[config.mk]
export PLATFORM = sky130hd
export DESIGN_NAME = sym_ser_nrzi_tx
export DESIGN_NICKNAME = d
export VERILOG_FILES = /design/src/rtl/sym_ser_pkg.sv /design/src/rtl/sym_phase_gen.sv /design/src/rtl/sym_shifter.sv /design/src/rtl/nrzi_encoder.sv /design/src/rtl/sym_ser_nrzi_tx.sv
export SDC_FILE = /design/constraint.sdc
export NUM_CORES = 1
export LEC_CHECK = 0
export BUFFER_PORTS_ARGS = -buffer_cell sky130_fd_sc_hd__buf_4
export CELL_PAD_IN_SITES_DETAIL_PLACEMENT = 2
export CELL_PAD_IN_SITES_GLOBAL_PLACEMENT = 2
export CORE_MARGIN = 4
export CORE_UTILIZATION = 29
export DETAILED_ROUTE_END_ITERATION = 10
export GPL_TIMING_DRIVEN = 0
export MAX_ROUTING_LAYER = met4
export PLACE_DENSITY_LB_ADDON = 0.12
export SLEW_MARGIN = 40
export SYNTH_ARGS = -nofsm -noshare
export SYNTH_HDL_FRONTEND = slang
export SYNTH_SLANG_ARGS = --single-unit
export TNS_END_PERCENT = 100
[constraint.sdc]
create_clock -name clk -period 2.2 [get_ports clk]
set_input_delay 0.11 -clock clk [delete_from_list [all_inputs] [get_ports clk]]
set_output_delay 0.11 -clock clk [all_outputs]
set_load 0.01 [all_outputs]
[src/rtl/sym_ser_pkg.sv]
package sym_ser_pkg;

    localparam int SYM_BITS = 5;

    typedef logic [SYM_BITS-1:0] sym_t;

    typedef struct packed {
        logic line;
        logic loop;
    } tx_pins_t;

    // Next NRZI level: a one flips the level, a zero keeps it; disabled holds.
    function automatic logic nrzi_step(input logic level, input logic bit_in,
                                       input logic enable);
        return enable ? (level ^ bit_in) : level;
    endfunction

    // Steer the encoded level to exactly one of the two pins.
    function automatic tx_pins_t route_level(input logic level, input logic loopback);
        tx_pins_t p;
        p.line = loopback ? 1'b0 : level;
        p.loop = loopback ? level : 1'b0;
        return p;
    endfunction

endpackage

[src/rtl/sym_phase_gen.sv]
module sym_phase_gen #(
    parameter int DIV = 5
) (
    input  logic clk,
    input  logic rst,
    output logic strobe
);
    localparam int PH_W = (DIV > 1) ? $clog2(DIV) : 1;
    localparam logic [PH_W-1:0] LAST = PH_W'(DIV - 1);

    logic [PH_W-1:0] phase;

    always_ff @(posedge clk) begin
        if (rst) begin
            phase <= '0;
        end else if (phase == LAST) begin
            phase <= '0;
        end else begin
            phase <= phase + 1'b1;
        end
    end

    assign strobe = (phase == '0);
endmodule

[src/rtl/sym_shifter.sv]
module sym_shifter #(
    parameter int W = 5
) (
    input  logic         clk,
    input  logic         rst,
    input  logic         load,
    input  logic [W-1:0] par_in,
    output logic         ser_bit
);
    logic [W-1:0] shreg;

    always_ff @(posedge clk) begin
        if (rst) begin
            shreg <= '0;
        end else if (load) begin
            shreg <= par_in;
        end else begin
            shreg <= {shreg[W-2:0], 1'b0};
        end
    end

    // Most significant bit leaves first.
    assign ser_bit = shreg[W-1];
endmodule

[src/rtl/nrzi_encoder.sv]
module nrzi_encoder
    import sym_ser_pkg::*;
(
    input  logic clk,
    input  logic rst,
    input  logic enable,
    input  logic bit_in,
    output logic level
);
    always_ff @(posedge clk) begin
        if (rst) begin
            level <= 1'b0;
        end else begin
            level <= nrzi_step(level, bit_in, enable);
        end
    end
endmodule

[src/rtl/sym_ser_nrzi_tx.sv]
module sym_ser_nrzi_tx
    import sym_ser_pkg::*;
#(
    parameter int SYM_W = SYM_BITS
) (
    input  logic             clk,
    input  logic             rst,
    input  logic [SYM_W-1:0] sym_in,
    input  logic             tx_en,
    input  logic             loop_en,
    output logic             sym_strobe,
    output logic             line_out,
    output logic             loop_out
);
    logic     ser_bit;
    logic     enc_level;
    tx_pins_t pins;

    sym_phase_gen #(.DIV(SYM_W)) u_phase (
        .clk    (clk),
        .rst    (rst),
        .strobe (sym_strobe)
    );

    sym_shifter #(.W(SYM_W)) u_shift (
        .clk     (clk),
        .rst     (rst),
        .load    (sym_strobe),
        .par_in  (sym_in),
        .ser_bit (ser_bit)
    );

    nrzi_encoder u_enc (
        .clk    (clk),
        .rst    (rst),
        .enable (tx_en),
        .bit_in (ser_bit),
        .level  (enc_level)
    );

    always_comb begin
        pins     = route_level(enc_level, loop_en);
        line_out = pins.line;
        loop_out = pins.loop;
    end
endmodule

Word level (Yosys, flattened, before mapping). Index checks and enable logic that the tools add are counted.

Output and inout bits: 3. Bits in read-only memories: 0. Bits in writable memories: 0. Latch bits: 0. Input bits: 9. Register bits after elaboration: 9. Logic and storage cells: 14. Memories: 0.

Equality and inequality tests: 1. Multiply operators: 0. Reduce and logical (&&, ||, !) cells: 3. Divide/modulo/power cells: 0. Multiplexer cells: 3. Bitwise logic cells: 2. Add/sub/neg operators: 1. $lt $le $gt $ge: 0. Shift operators: 0.

Operators by type and width (count): 2-to-1 mux 5 bit (1); OR reduction 2 bit (2); adder 3 x 1 -> 3 bit (second input constant) (1); == test 3 bit (second input constant) (1); zero test 3 bit (1); 2-to-1 mux 1 bit (2); NOT 1 bit (1); bitwise XOR 1 bit (1).

Longest topological paths before layout.
Depth in word-level cells: 3. Depth in mapped cells: 4. Gate-level depth less buffers: 4.

Cells and area by module. From an unflattened synthesis, not the netlist that was laid out.

Cells, all modules: 35. Area, all modules: 376.6 sq um.

Modules (own cells, without submodules): sym_shifter (area each 176.4 sq um, cells each 15, sequential area each 100.1 sq um, times used 1); sym_phase_gen (area each 137.6 sq um, cells each 14, sequential area each 60.1 sq um, times used 1); nrzi_encoder (area each 46.3 sq um, cells each 4, sequential area each 20.0 sq um, times used 1); sym_ser_nrzi_tx (area each 16.3 sq um, cells each 2, sequential area each 0.0 sq um, times used 1).

Least setup slack after synthesis. No wires, ideal clock.

Kind: reg2reg. Start: register u_phase.phase[0]. End: register u_phase.phase[2]. Stages on the path, launching flop included: 5. Arrival: 1088 ps. Clock period less this slack: 1154 ps. Required time: 2133 ps. Path slack: 1046 ps. Path buffers: 0. Library setup time: 67 ps. Path through: dfxtp_1 inv_1 ha_1 or3b_1 a21oi_2.

Cells in the longest elaborated chain, start to end: 2. Elaborated cells between the ends (all ways): 3. Classes of those cells: add/sub (1); eq/ne (1); reduce/logical (1).

RTL lines: start, declared (RTL line sym_phase_gen.sv:11) `logic [PH_W-1:0] phase;`; start signal, assigned (RTL line sym_phase_gen.sv:19) `phase <= phase + 1'b1;`; branches (longest 2 deep; another with adder 3 x 1 -> 3 bit).

Several ways; the timed one is not identified. A chain may end at the register's enable or synchronous reset.

Worst setup path in the final report.
Start: register u_phase.phase[0]. End: output sym_strobe.

Cells in the longest elaborated chain, start to end: 1.

RTL lines: zero test 3 bit (RTL line sym_phase_gen.sv:23) `assign strobe = (phase == '0);`; end, declared (RTL line sym_ser_nrzi_tx.sv:11) `output logic sym_strobe,`.

Every way passes these cells.

==> impl_metrics.toml <==
[status]
status = "completed"

[pwr]
vdd_drop_max_mv = 0.3145
p_per_area_mw_per_mm2 = 728.9
leakagePower_nw = 0.2180

[routing]
drtAntennaViolNets = 0
drtPass1Iterations = 2
vias_per_cell = 4.841
drc_errors = 0
vias = 334
wl_per_cell_um = 14.03
finalWirelength_um = 968
drtIter0Drc = 4

[grt]
overflow = 0
grt_max_degree = 11
antenna_found_initial = 0
grt_pass1_vias = 366
grt.total_usage_pct = 12.35
grt_pass1_wl_um = 1552

[clock_tree]
htreeDepth = 1
cts_resized = 0
holdBufCountCts = 0
cts_tree = "yes"
clock-sinks = 9
cts_buffers = 3
worstSkewPairLatency_ns = 0.27
clockBufferDepth = 2
clkTransAtPathRegs_ns = 0.07
cts_root_buf = "clkbuf_4"
cts_setup_buffers = 0

[sta]
fmax_ghz = 0.6788
period_minus_slack_ns = 1.473
hold_viol = 0
maxSlewHeadroom_pct = 75.43
fin_crit_sh_pct = 66.96
setup_viol_count_final = 0
rsz0062_at_grt = "false"
skew_ns = 0.006707
fin_ws_ns = 0.7268
slew_violations = 0
tightest_slew_ns = 0.3685
fin_tns_setup_ns = 0

[place]
gp_congestion = 0.6722
portBuffers = 11
place_ws_ns = 0.9300
hpwl_um = 737.6

[critical_path]
cp_data_required_time_ns = 2.09
crit_arrival_ns = 1.36
endpoint_kind = "output pin"
start_kind = "flop"
crit_fanout = 7
worstSetupPathType = "reg -> out"

[synthesis]
syn_area_sq_um = 399.1
synth.avg_cell_area_sq_um = 10.23
yosys-top-cells-area = "dfxtp_1 45%, nand4bb_1 11%, nand2b_1 7.8%"
syn_inst = 39
synth_top_area_share_pct = 45.14
synth_area_leader_cell = "dfxtp_1"
ys_ff_latch = 9
syn_nets = 50
yosys_warnings = 0
yosysUniqueCellTypes = 16
synth-seq-area-share_pct = 45.14

[die]
initial_core_util_pct = 30.67
die_w_um = 45.10
placementRows = 13
die_h_um = 45.10
die_area_sq_mm = 0.002034
io_pins = 12
core_area_sq_mm = 0.001301

[cells_and_area]
finalNetCount = 66
syn_to_final_growth_pct = 31.97
final_common_cell = "buf_4"
final_util_pct = 40.48
most-common-layout-cells = "11 x buf_4, 9 x dfxtp_1, 5 x nand2b_1, 4 x nand4bb_1, 4 x o21ai_1"
diodes = 0
drive_above_1_share_pct = 29.63

[job]
timing.max_cap.violations = 0

[min_path]
min_path_type = "in -> reg"
[stage by stage]
| stage | cell area [sq um] | cells | total power, mW | hold slack [ns] |
|---|---|---|---|---|
| 2_1_floorplan | 399.1 | 39 | 0.2247 | 0.2658 |
| 3_3_place_gp | 500.5 | 65 | 0.2482 | 0.3501 |
| 6_report | 526.8 | 69 | 0.3839 | 0.08492 |
| 4_1_cts | 526.8 | 69 | 0.3907 | 0.08475 |
| 3_5_place_dp | 500.5 | 65 | 0.2549 | 0.3637 |
| 5_1_grt | 526.8 | 69 | 0.4100 | 0.07762 |
[area by class of cell]
class                           count  area, sq um
Buffer                              1        3.754
Fill cell                         150        774.5
Timing Repair Buffer               11        82.58
Multi-Input combinational cell     27        207.7
Sequential cell                     9        180.2
Inverter                            2        7.507
Clock buffer                        4        26.28
Tap cell                           15        18.77
[flip-flops by register name (all words and copies together), names as in the netlist]
name,flops
u_phase.phase,3
u_shift.shreg,5
u_enc.level,1
[path summary, 6_finish.rpt]
| path | startpoint | cells after the start | slack (ns) | to |
|---|---|---|---|---|
| worst max-delay path | u_phase.phase[0] | 4 | 0.73 | sym_strobe |
| worst max register to register | u_phase.phase[0] | 4 | 0.92 | u_phase.phase[2] |
| worst min-delay path | sym_in[0] | 2 | 0.08 | u_shift.shreg[0] |
| worst min register to register | u_shift.shreg[0] | 2 | 0.45 | u_shift.shreg[1] |
[where the power goes]
part | leakage, nW | internal [mW] | switching [mW]
registers | 0.0742 | 0.178 | 0.00744
clock network | 0.0150 | 0.0701 | 0.0641
logic | 0.129 | 0.0349 | 0.0293
[cell families after synthesis]
logic type,share of synthesized area (%)
AND/OR/NAND/NOR,33.55
flip-flops,45.14
AO/OA/AOI/OAI,12.23
buffers and inverters,2.821
adder cells (fa/ha/maj),6.269
[metal layers]
| layer | track usage (%) | up-vias | part of all wire [%] |
|---|---|---|---|
| met2 | 18.93 | 9 | 54 |
| met1 | 10.63 | 160 | 38 |
| met5 | - | - | 0 |
| li1 | - | 163 | - |
| met4 | 12.28 | 0 | 1.8 |
| met3 | 5.976 | 2 | 6.0 |
[synthesized netlist by cell type (all sizes together)]
cell	instances
ha	2
a21bo	1
dfxtp	9
and2	3
nand4bb	4
o21ai	4
a21oi	3
nand2b	5
nand3b	1
or3b	1
and2b	1
nor2b	1
and3b	1
clkbuf	1
inv	2
[critical path, stage by stage (launching register included)]
cell     delay, ns
dfxtp_1       0.34
inv_1         0.06
ha_1          0.28
and2b_1       0.25
buf_4         0.17
Note: power is estimated with default switching activity, not from simulation.
